[src/rtl/mstep_pkg.sv]
package mstep_pkg;
  typedef enum logic [2:0] {
    DST_NONE = 3'd0, DST_FILE = 3'd1, DST_A = 3'd2, DST_T = 3'd3,
    DST_LOOP = 3'd4, DST_FA = 3'd5, DST_FT = 3'd6, DST_FE = 3'd7
  } dest_e;

  typedef enum logic [1:0] {
    YS_R = 2'd0, YS_A = 2'd1, YS_T = 2'd2, YS_LIT = 2'd3
  } ysrc_e;

  typedef enum logic [1:0] {
    CC_HOLD = 2'd0, CC_ZERO = 2'd1, CC_ONE = 2'd2, CC_FLAG = 2'd3
  } cctl_e;
endpackage

[src/rtl/mstep_regfile.sv]
module mstep_regfile #(
  parameter int DW   = 16,
  parameter int NREG = 12,
  parameter int XW   = 4
) (
  input  logic          clk,
  input  logic          rst_n,
  input  logic          we,
  input  logic [XW-1:0] wsel,
  input  logic [DW-1:0] wdata,
  input  logic [XW-1:0] rsel_a,
  output logic [DW-1:0] rdata_a,
  input  logic [XW-1:0] rsel_b,
  output logic [DW-1:0] rdata_b
);
  logic [DW-1:0] mem [NREG];

  for (genvar g = 0; g < NREG; g++) begin : g_entry
    always_ff @(posedge clk) begin
      if (!rst_n) mem[g] <= '0;
      else if (we && wsel == XW'(g)) mem[g] <= wdata;
    end
  end

  always_comb begin
    rdata_a = '0;
    rdata_b = '0;
    for (int i = 0; i < NREG; i++) begin
      if (rsel_a == XW'(i)) rdata_a = mem[i];
      if (rsel_b == XW'(i)) rdata_b = mem[i];
    end
  end
endmodule

[src/rtl/mstep_ysel.sv]
module mstep_ysel #(
  parameter int DW  = 16,
  parameter int NIB = 4,
  localparam int NNIB = DW / NIB
) (
  input  logic [1:0]      ysel,
  input  logic [DW-1:0]   r_val,
  input  logic [DW-1:0]   a_val,
  input  logic [DW-1:0]   t_val,
  input  logic [NNIB-1:0] mfield,
  input  logic [NIB-1:0]  lit_hi,
  input  logic [NIB-1:0]  lit_lo,
  output logic [DW-1:0]   y_out
);
  import mstep_pkg::*;
  logic [DW-1:0] lit_word;

  for (genvar g = 0; g < NNIB; g++) begin : g_nib
    if (g % 2 == 1) begin : g_odd
      assign lit_word[g*NIB +: NIB] = mfield[g] ? lit_hi : '0;
    end else begin : g_even
      assign lit_word[g*NIB +: NIB] = mfield[g] ? lit_lo : '0;
    end
  end

  always_comb begin
    unique case (ysrc_e'(ysel))
      YS_R:    y_out = r_val;
      YS_A:    y_out = a_val;
      YS_T:    y_out = t_val;
      default: y_out = lit_word;
    endcase
  end
endmodule

[src/rtl/mstep_alu.sv]
module mstep_alu #(
  parameter int DW = 16
) (
  input  logic          fclass,
  input  logic [3:0]    fcode,
  input  logic [DW-1:0] x,
  input  logic [DW-1:0] y,
  input  logic          cin,
  output logic [DW-1:0] res,
  output logic          cout,
  output logic          ovf
);
  function automatic logic [DW-1:0] bit_fn(input logic [3:0] c,
                                           input logic [DW-1:0] a,
                                           input logic [DW-1:0] b);
    case (c)
      4'd0:    return ~a;
      4'd1:    return ~(a | b);
      4'd2:    return ~a & b;
      4'd3:    return '0;
      4'd4:    return ~(a & b);
      4'd5:    return ~b;
      4'd6:    return a ^ b;
      4'd7:    return a & ~b;
      4'd8:    return ~a | b;
      4'd9:    return ~(a ^ b);
      4'd10:   return b;
      4'd11:   return a & b;
      4'd12:   return '1;
      4'd13:   return a | ~b;
      4'd14:   return a | b;
      default: return a;
    endcase
  endfunction

  logic [DW-1:0] opp, opq;
  logic [DW:0]   sum;

  always_comb begin
    case (fcode)
      4'd0:    begin opp = x;       opq = '0;      end
      4'd1:    begin opp = x;       opq = y;       end
      4'd2:    begin opp = x;       opq = ~y;      end
      4'd3:    begin opp = x;       opq = '1;      end
      4'd4:    begin opp = x;       opq = x;       end
      4'd5:    begin opp = '0;      opq = y;       end
      4'd6:    begin opp = '0;      opq = ~y;      end
      4'd7:    begin opp = y;       opq = '1;      end
      4'd8:    begin opp = x;       opq = x & y;   end
      4'd9:    begin opp = x;       opq = x | y;   end
      4'd10:   begin opp = x & y;   opq = '1;      end
      4'd11:   begin opp = x | y;   opq = '0;      end
      4'd12:   begin opp = x;       opq = x & ~y;  end
      4'd13:   begin opp = x & ~y;  opq = '1;      end
      4'd14:   begin opp = x | ~y;  opq = '0;      end
      default: begin opp = x;       opq = x | ~y;  end
    endcase
    sum = {1'b0, opp} + {1'b0, opq} + {{DW{1'b0}}, cin};
    if (fclass) begin
      res  = sum[DW-1:0];
      cout = sum[DW];
      ovf  = (opp[DW-1] == opq[DW-1]) && (sum[DW-1] != opp[DW-1]);
    end else begin
      res  = bit_fn(fcode, x, y);
      cout = 1'b0;
      ovf  = 1'b0;
    end
  end
endmodule

[src/rtl/mstep_datapath.sv]
module mstep_datapath #(
  parameter int DW   = 16,
  parameter int NREG = 12,
  parameter int NIB  = 4,
  localparam int XW   = $clog2(NREG),
  localparam int NNIB = DW / NIB
) (
  input  logic            clk,
  input  logic            rst_n,
  input  logic            step_en,
  input  logic            rx_load,
  input  logic [DW-1:0]   rx_data,
  input  logic [XW-1:0]   xsel,
  input  logic            fclass,
  input  logic [3:0]      fcode,
  input  logic [1:0]      cctl,
  input  logic [1:0]      ysel,
  input  logic [NNIB-1:0] mfield,
  input  logic [NIB-1:0]  lit_hi,
  input  logic [NIB-1:0]  lit_lo,
  input  logic [2:0]      wdest,
  input  logic [XW-1:0]   rd_sel,
  output logic [DW-1:0]   rd_data,
  output logic [DW-1:0]   alu_out,
  output logic [DW-1:0]   r_reg,
  output logic [DW-1:0]   a_reg,
  output logic [DW-1:0]   t_reg,
  output logic [DW-1:0]   e_reg,
  output logic [DW-1:0]   loop_cnt,
  output logic            all_ones,
  output logic            carry_flag,
  output logic            ovf_flag
);
  import mstep_pkg::*;

  logic [DW-1:0] x_val, y_val;
  logic          alu_cin, alu_cout, alu_ovf;
  logic          rf_we, a_we, t_we, e_we, lc_we, flags_we;

  always_comb begin
    unique case (cctl_e'(cctl))
      CC_ONE:  alu_cin = 1'b1;
      CC_FLAG: alu_cin = carry_flag;
      default: alu_cin = 1'b0;
    endcase
  end

  always_comb begin
    rf_we = 1'b0; a_we = 1'b0; t_we = 1'b0; e_we = 1'b0; lc_we = 1'b0;
    if (step_en) begin
      unique case (dest_e'(wdest))
        DST_FILE: rf_we = 1'b1;
        DST_A:    a_we  = 1'b1;
        DST_T:    t_we  = 1'b1;
        DST_LOOP: lc_we = 1'b1;
        DST_FA:   begin rf_we = 1'b1; a_we = 1'b1; end
        DST_FT:   begin rf_we = 1'b1; t_we = 1'b1; end
        DST_FE:   begin rf_we = 1'b1; e_we = 1'b1; end
        default:  ;
      endcase
    end
  end

  assign flags_we = step_en && (cctl != 2'(CC_HOLD));

  mstep_regfile #(.DW(DW), .NREG(NREG), .XW(XW)) u_file (
    .clk(clk), .rst_n(rst_n), .we(rf_we), .wsel(xsel), .wdata(alu_out),
    .rsel_a(xsel), .rdata_a(x_val), .rsel_b(rd_sel), .rdata_b(rd_data)
  );

  mstep_ysel #(.DW(DW), .NIB(NIB)) u_ysel (
    .ysel(ysel), .r_val(r_reg), .a_val(a_reg), .t_val(t_reg),
    .mfield(mfield), .lit_hi(lit_hi), .lit_lo(lit_lo), .y_out(y_val)
  );

  mstep_alu #(.DW(DW)) u_alu (
    .fclass(fclass), .fcode(fcode), .x(x_val), .y(y_val), .cin(alu_cin),
    .res(alu_out), .cout(alu_cout), .ovf(alu_ovf)
  );

  always_ff @(posedge clk) begin
    if (!rst_n) begin
      r_reg <= '0; a_reg <= '0; t_reg <= '0; e_reg <= '0; loop_cnt <= '0;
      all_ones <= 1'b0; carry_flag <= 1'b0; ovf_flag <= 1'b0;
    end else begin
      if (rx_load) r_reg    <= rx_data;
      if (a_we)    a_reg    <= alu_out;
      if (t_we)    t_reg    <= alu_out;
      if (e_we)    e_reg    <= alu_out;
      if (lc_we)   loop_cnt <= alu_out;
      if (step_en) all_ones <= &alu_out;
      if (flags_we) begin
        carry_flag <= alu_cout;
        ovf_flag   <= alu_ovf;
      end
    end
  end
endmodule

[config.mk]
export PLATFORM = sky130hd
export DESIGN_NAME = mstep_datapath
export DESIGN_NICKNAME = d
export VERILOG_FILES = /design/src/rtl/mstep_pkg.sv /design/src/rtl/mstep_regfile.sv /design/src/rtl/mstep_ysel.sv /design/src/rtl/mstep_alu.sv /design/src/rtl/mstep_datapath.sv
export SDC_FILE = /design/constraint.sdc
export NUM_CORES = 1
export LEC_CHECK = 0
export ABC_AREA = 1
export BUFFER_PORTS_ARGS = -buffer_cell sky130_fd_sc_hd__buf_2
export CORE_MARGIN = 2
export CORE_UTILIZATION = 30
export CTS_CLUSTER_SIZE = 40
export DETAILED_ROUTE_END_ITERATION = 10
export GPL_TIMING_DRIVEN = 0
export PLACE_DENSITY_LB_ADDON = 0.08
export SLEW_MARGIN = 20
export SYNTH_ARGS = -nofsm -noshare
export SYNTH_HDL_FRONTEND = slang
export SYNTH_HIERARCHICAL = 1
export SYNTH_SLANG_ARGS = --single-unit
[constraint.sdc]
create_clock -name clk -period 4.24 [get_ports clk]
set_input_delay 0 -clock clk [delete_from_list [all_inputs] [get_ports clk]]
set_output_delay 0 -clock clk [all_outputs]
set_load 0.01 [all_outputs]
# After elaboration in Yosys (flattened, before gate mapping)
# Memories as Yosys holds them, arrays and structs flattened.
# Index checks and enable logic that the tools add are counted.
# totals
regBits,83
mem_bits_rw,192
input_bits,52
memories,1
# mem_list
memory,depth,word_bits,rd,rd_clocked_by_memory_dff,wr,line,rtl
u_file.mem,12,16,12,0,12,mstep_regfile.sv:16,logic [DW-1:0] mem [NREG];
# classes
add_sub_neg,2
eq_ne,49
muxes,95
n_bitwise,24
reduce_logical,28
# ops
op,count
$mux 16,37
$pmux 16 s15,1
$pmux 16 s8,1
$pmux 16 s6,1
$not 16->16,5
$eq 4x4->1 const B,15
$mux 1,49
$and 16x16->16,3
$eq 4x3->1 const B,12
$or 16x16->16,3
$pmux 16 s3,1
$eq 4x2->1 const B,6
$add 16x16->17,1
$add 17x1->17,1
$mux 4,4
$reduce_and 16->1,1
$xor 16x16->16,1
$logic_and 1x1->1,14
$eq 3x3->1 const B,4
$eq 4x1->1 const B,3
$logic_not 4->1,3
$or 1x1->1,12
$reduce_or 2->1,5
$reduce_or 4->1,2
10 further kinds,13

# Logic depth before layout (Yosys ltp)
# depth
ltp_word,20
depth_mapped,36

# Modules after synthesis
# The synthesis kept the hierarchy.
# by_module_without_submodules
mod,instances,cells_per_inst,area_each_um2,seq_area_each_um2
mstep_regfile,1,1268,10286.1,5765.5
mstep_alu,1,1072,5393.9,0.0
mstep_datapath,1,395,3061.7,1661.6
mstep_ysel,1,125,633.1,0.0

# Least setup slack after synthesis
# OpenSTA, ideal clock, no wires.
# synth_path
path_type,input to register
start,input port xsel[3]
end,memory u_file.mem[0][12] (data pin)
arrival_time_ps,3803
slack_ps,171
cell_stages,29
cell_sequence,nor2_1 > clkbuf_1 > nand3_1 > nand4_1 > nor2_1 > nand4_1 > nand2_1 > nand4_1 > inv_1 > ha_1 > inv_1 > nand2_1 > o21ai_0 > a21oi_1 > nand3b_1 > o21ai_0 > fa_1 > fa_1 > inv_1 > nand3_1 > nand3_1 > nand3_1 > nand3_1 > nand2_1 > nand3_1 > nand2_1 > inv_1 > clkbuf_1 > nor2_1
# synth_lines
element,line,rtl
"start, declared",mstep_datapath.sv:13,"input logic [XW-1:0] xsel,"
"end, declared",mstep_regfile.sv:16,

==> key figures <==
Floorplanning
  • Die area: 66630 um^2
  • Core area: 64120 um^2
  • Rows: 93
  • Initial Util: 0.3022
  • Die Ht: 258.1 um
  • Width of the chip: 258.1 um
  • Io pins: 167

Worst setup path
  • Critical path peak fanout: 5
  • CP endpoint: u_file/mem[2][45]
  • FF-to-FF setup slack: -0.03 ns
  • Slowest cell on the critical path: edfxtp_1
  • Worst-case reg-to-reg path depth: 29
  • Crit path DAT: 4.67 ns
  • Worst r2r src: u_file/mem[0][38]
  • Worst Setup Path Type: reg2reg
  • Critical Path Start: u_file/mem[0][38]
  • CP dominant cell by count: nand2_1
  • RR Endpoint: u_file/mem[2][45]
  • CP required: 4.64 ns
  • Worst setup EP type: register
  • Startpoint class of the critical path: register
  • Critical Path Max Stage Delay: 0.43 ns

Timing
  • Fin Clk Skew: 0.03078 ns
  • RSZ-0062 raised after global routing: true
  • Fmax: 234.3 MHz
  • Final Cycle Share: 1.007
  • Final Hold Vio Count: 0
  • Worst rel slew slack: 0.1470
  • Final Max Slew Viols: 0
  • WHS: 0.09394 ns
  • Final Worst Setup Slack: -0.02868 ns
  • Final Setup Violations: 15
  • Final Critical Period: 4.269 ns
  • Setup TNS: -0.1673 ns
  • Tightest Pin Transition: 1.275 ns

Placed design
  • Gpl congestion: 0.9917
  • Port Buf Inserts: 162
  • Hpwl dp: 69220 um
  • Placed insts: 3879
  • Placed Area: 21290 um^2

Logic synthesis
  • Post-synthesis register bit count: 275
  • Complex-gate fraction of the synthesized area: 0.08892
  • Netlist cell types: 44
  • Post-Syn Nets: 2993
  • Synth Area in Adders: 0.05308
  • Mean area per synthesized cell: 6.774 um^2
  • Simple-Gate Fraction of Synth Area: 0.3804
  • Multiplexer area fraction after synthesis: 0
  • Post-Syn Instances: 2860
  • Post-synth top flop: edfxtp_1
  • Synth Cell Area: 19370 um^2
  • EDFF count, synth: 192
  • YS warnings: 6
  • Seq/Total Area, Yosys: 0.3833
  • Top cells by count, synth: nand2_1, nor2_1, inv_1
  • Dominant cells by area after synthesis: edfxtp_1, nand2_1, nor2_1, dfxtp_1, nand3_1
  • Xor and xnor area share after synthesis: 0.001356
  • Largest family of logic cells by synthesized area: simple AND/OR/NAND/NOR gates
  • Leading area contributor after synthesis: edfxtp_1
  • Post-synth top area share: 0.2976
  • Asr flop ratio synth: 0
  • Most common cell in the netlist: nand2_1

GRT
  • Total Routing Usage GR: 0.2734
  • M3 GR Usage: 0.03857
  • Most Crowded Layer GR: met2
  • Initial antenna violation count: 1
  • First-pass GRT wire length: 135300 um
  • GR Layer Usage met2: 0.4218
  • Vias in the first global route: 19.85k
  • Met1 GRT Util: 0.3966
  • Grt ovf: 0
  • Largest net degree at the start of global routing: 17

Drt
  • DR pass1 iterations: 7
  • DRT iter0 DRCs: 2270
  • Final ANT Viol Nets: 0
  • DR vias: 21.29k
  • Total Wirelength: 95010 um
  • Residual DRC count: 0
  • Via/cell ratio: 5.222
  • WL per Instance: 23.30 um

Final layout
  • Final instance area: 25240 um^2
  • Fraction of layout cells with a size suffix above 1: 0.2266
  • Synth-to-Final Area Change: 30.27%
  • Largest reg by FF count: u_file/mem
  • Fin cells: 4077
  • Layout net count: 3328
  • Largest register FFs: 192

CTS
  • Worst-path clk slew: 0.06 ns
  • TritonCTS clock tree: built
  • H-tree levels: 2
  • CTS Buf Count: 35
  • Clk buf depth: 3
  • Clock sinks: 275
  • Skew-Pair Late Insertion Delay: 0.55 ns
  • CTS root buffer: clkbuf_16

Job
  • Max-cap violation count: 0

Pwr
  • Total power per unit cell area: 376.2 nW/um^2
  • Static leakage power: 11.18 nW
  • Maximum vdd ir drop: 0.2241 mV
  • Power Total: 9.496 mW

Status
  • Failing checks: setup timing
  • Status: finished, violations left

Worst hold path
  • Hold WC Path Type: in2reg
==> critical path, delay by kind of cell (launching register included) <==
kind | cells | cell delay [ns]
buffers and inverters | 6 | 0.75
AO/OA/AOI/OAI | 2 | 0.29
adder cells (fa/ha/maj) | 2 | 0.44
flip-flops | 1 | 0.43
AND/OR/NAND/NOR | 19 | 2.21
==> how the worst min path moves through the flow <==
stage                        endpoint  cells after the start  slack, ns        start
finish                       all_ones                      4       0.09        rst_n
global route        u_file/mem[1][34]                      4       0.10      xsel[0]
floorplan                   r_reg[10]                      2       0.13  rx_data[10]
CTS                 u_file/mem[1][32]                      4       0.05      xsel[0]
detailed placement           r_reg[4]                      3       0.23   rx_data[4]
global placement            r_reg[10]                      3       0.23  rx_data[10]
==> final cells by class <==
type | count | area [um^2]
Multi-Input combinational cell | 2151 | 11340
Buffer | 121 | 795.8
Fill cell | 6778 | 38880
Clock buffer | 45 | 943.4
Sequential cell | 275 | 7427
Inverter | 311 | 1251
Tap cell | 855 | 1070
Timing Repair Buffer | 300 | 2206
Antenna cell | 1 | 2.502
Clock inverter | 18 | 200.2
==> what timing repair did <==
action,in CTS,in global routing
setup endpoints to repair,272,233
gates resized for setup,185,274
pin swaps,33,117
gates cloned,0,7
setup buffers,41,49
endpoints found under the hold margin,37,0
hold buffers,40,0
==> layer usage <==
layer  part of all wire  vias up
met5            0.00012        -
met1               0.46    10236
met3              0.080      131
li1                   -     9962
met2               0.43      958
met4              0.029        2
==> kinds of logic after synthesis <==
group	after synthesis
fa+ha+maj	81
flops	275
xor+xnor	3
buf+inv	434
simple gates	1744
compound gates	323
==> per-stage QoR <==
stage	util	setup slack (ns)
detailed placement	0.3320	-2.219
floorplan	-	0.1714
global route	0.3936	-0.2103
finish	0.3937	-0.02868
CTS	0.3708	-0.005064
global placement	0.3315	-2.285
==> power breakdown <==
part	internal, mW	total [mW]	leakage (nW)	switching [mW]
sequential	2.99	3.07	2.68	0.0808
combinational	1.20	3.37	7.93	2.17
clock	1.82	3.06	0.564	1.23
total	6.01	9.50	11.2	3.49
==> placed cells by master (no fill, tap or decap), types with 22 or more instances in the layout <==
cell type / count
dlygate4sd3_1: 40
o22ai_1: 22
inv_1: 257
ha_4: 22
dfxtp_1: 83
nor2_2: 55
buf_4: 78
nand4_1: 91
edfxtp_1: 192
o21ai_0: 169
buf_2: 189
ha_1: 37
a21oi_1: 64
nor2_1: 537
clkbuf_16: 41
inv_2: 27
nand2_1: 678
buf_6: 40
nand2_2: 50
nand3_1: 199
nand3_2: 26
clkbuf_1: 49
nor2_4: 29
or2_2: 25
No activity file was read; power rests on OpenSTA's default activity.
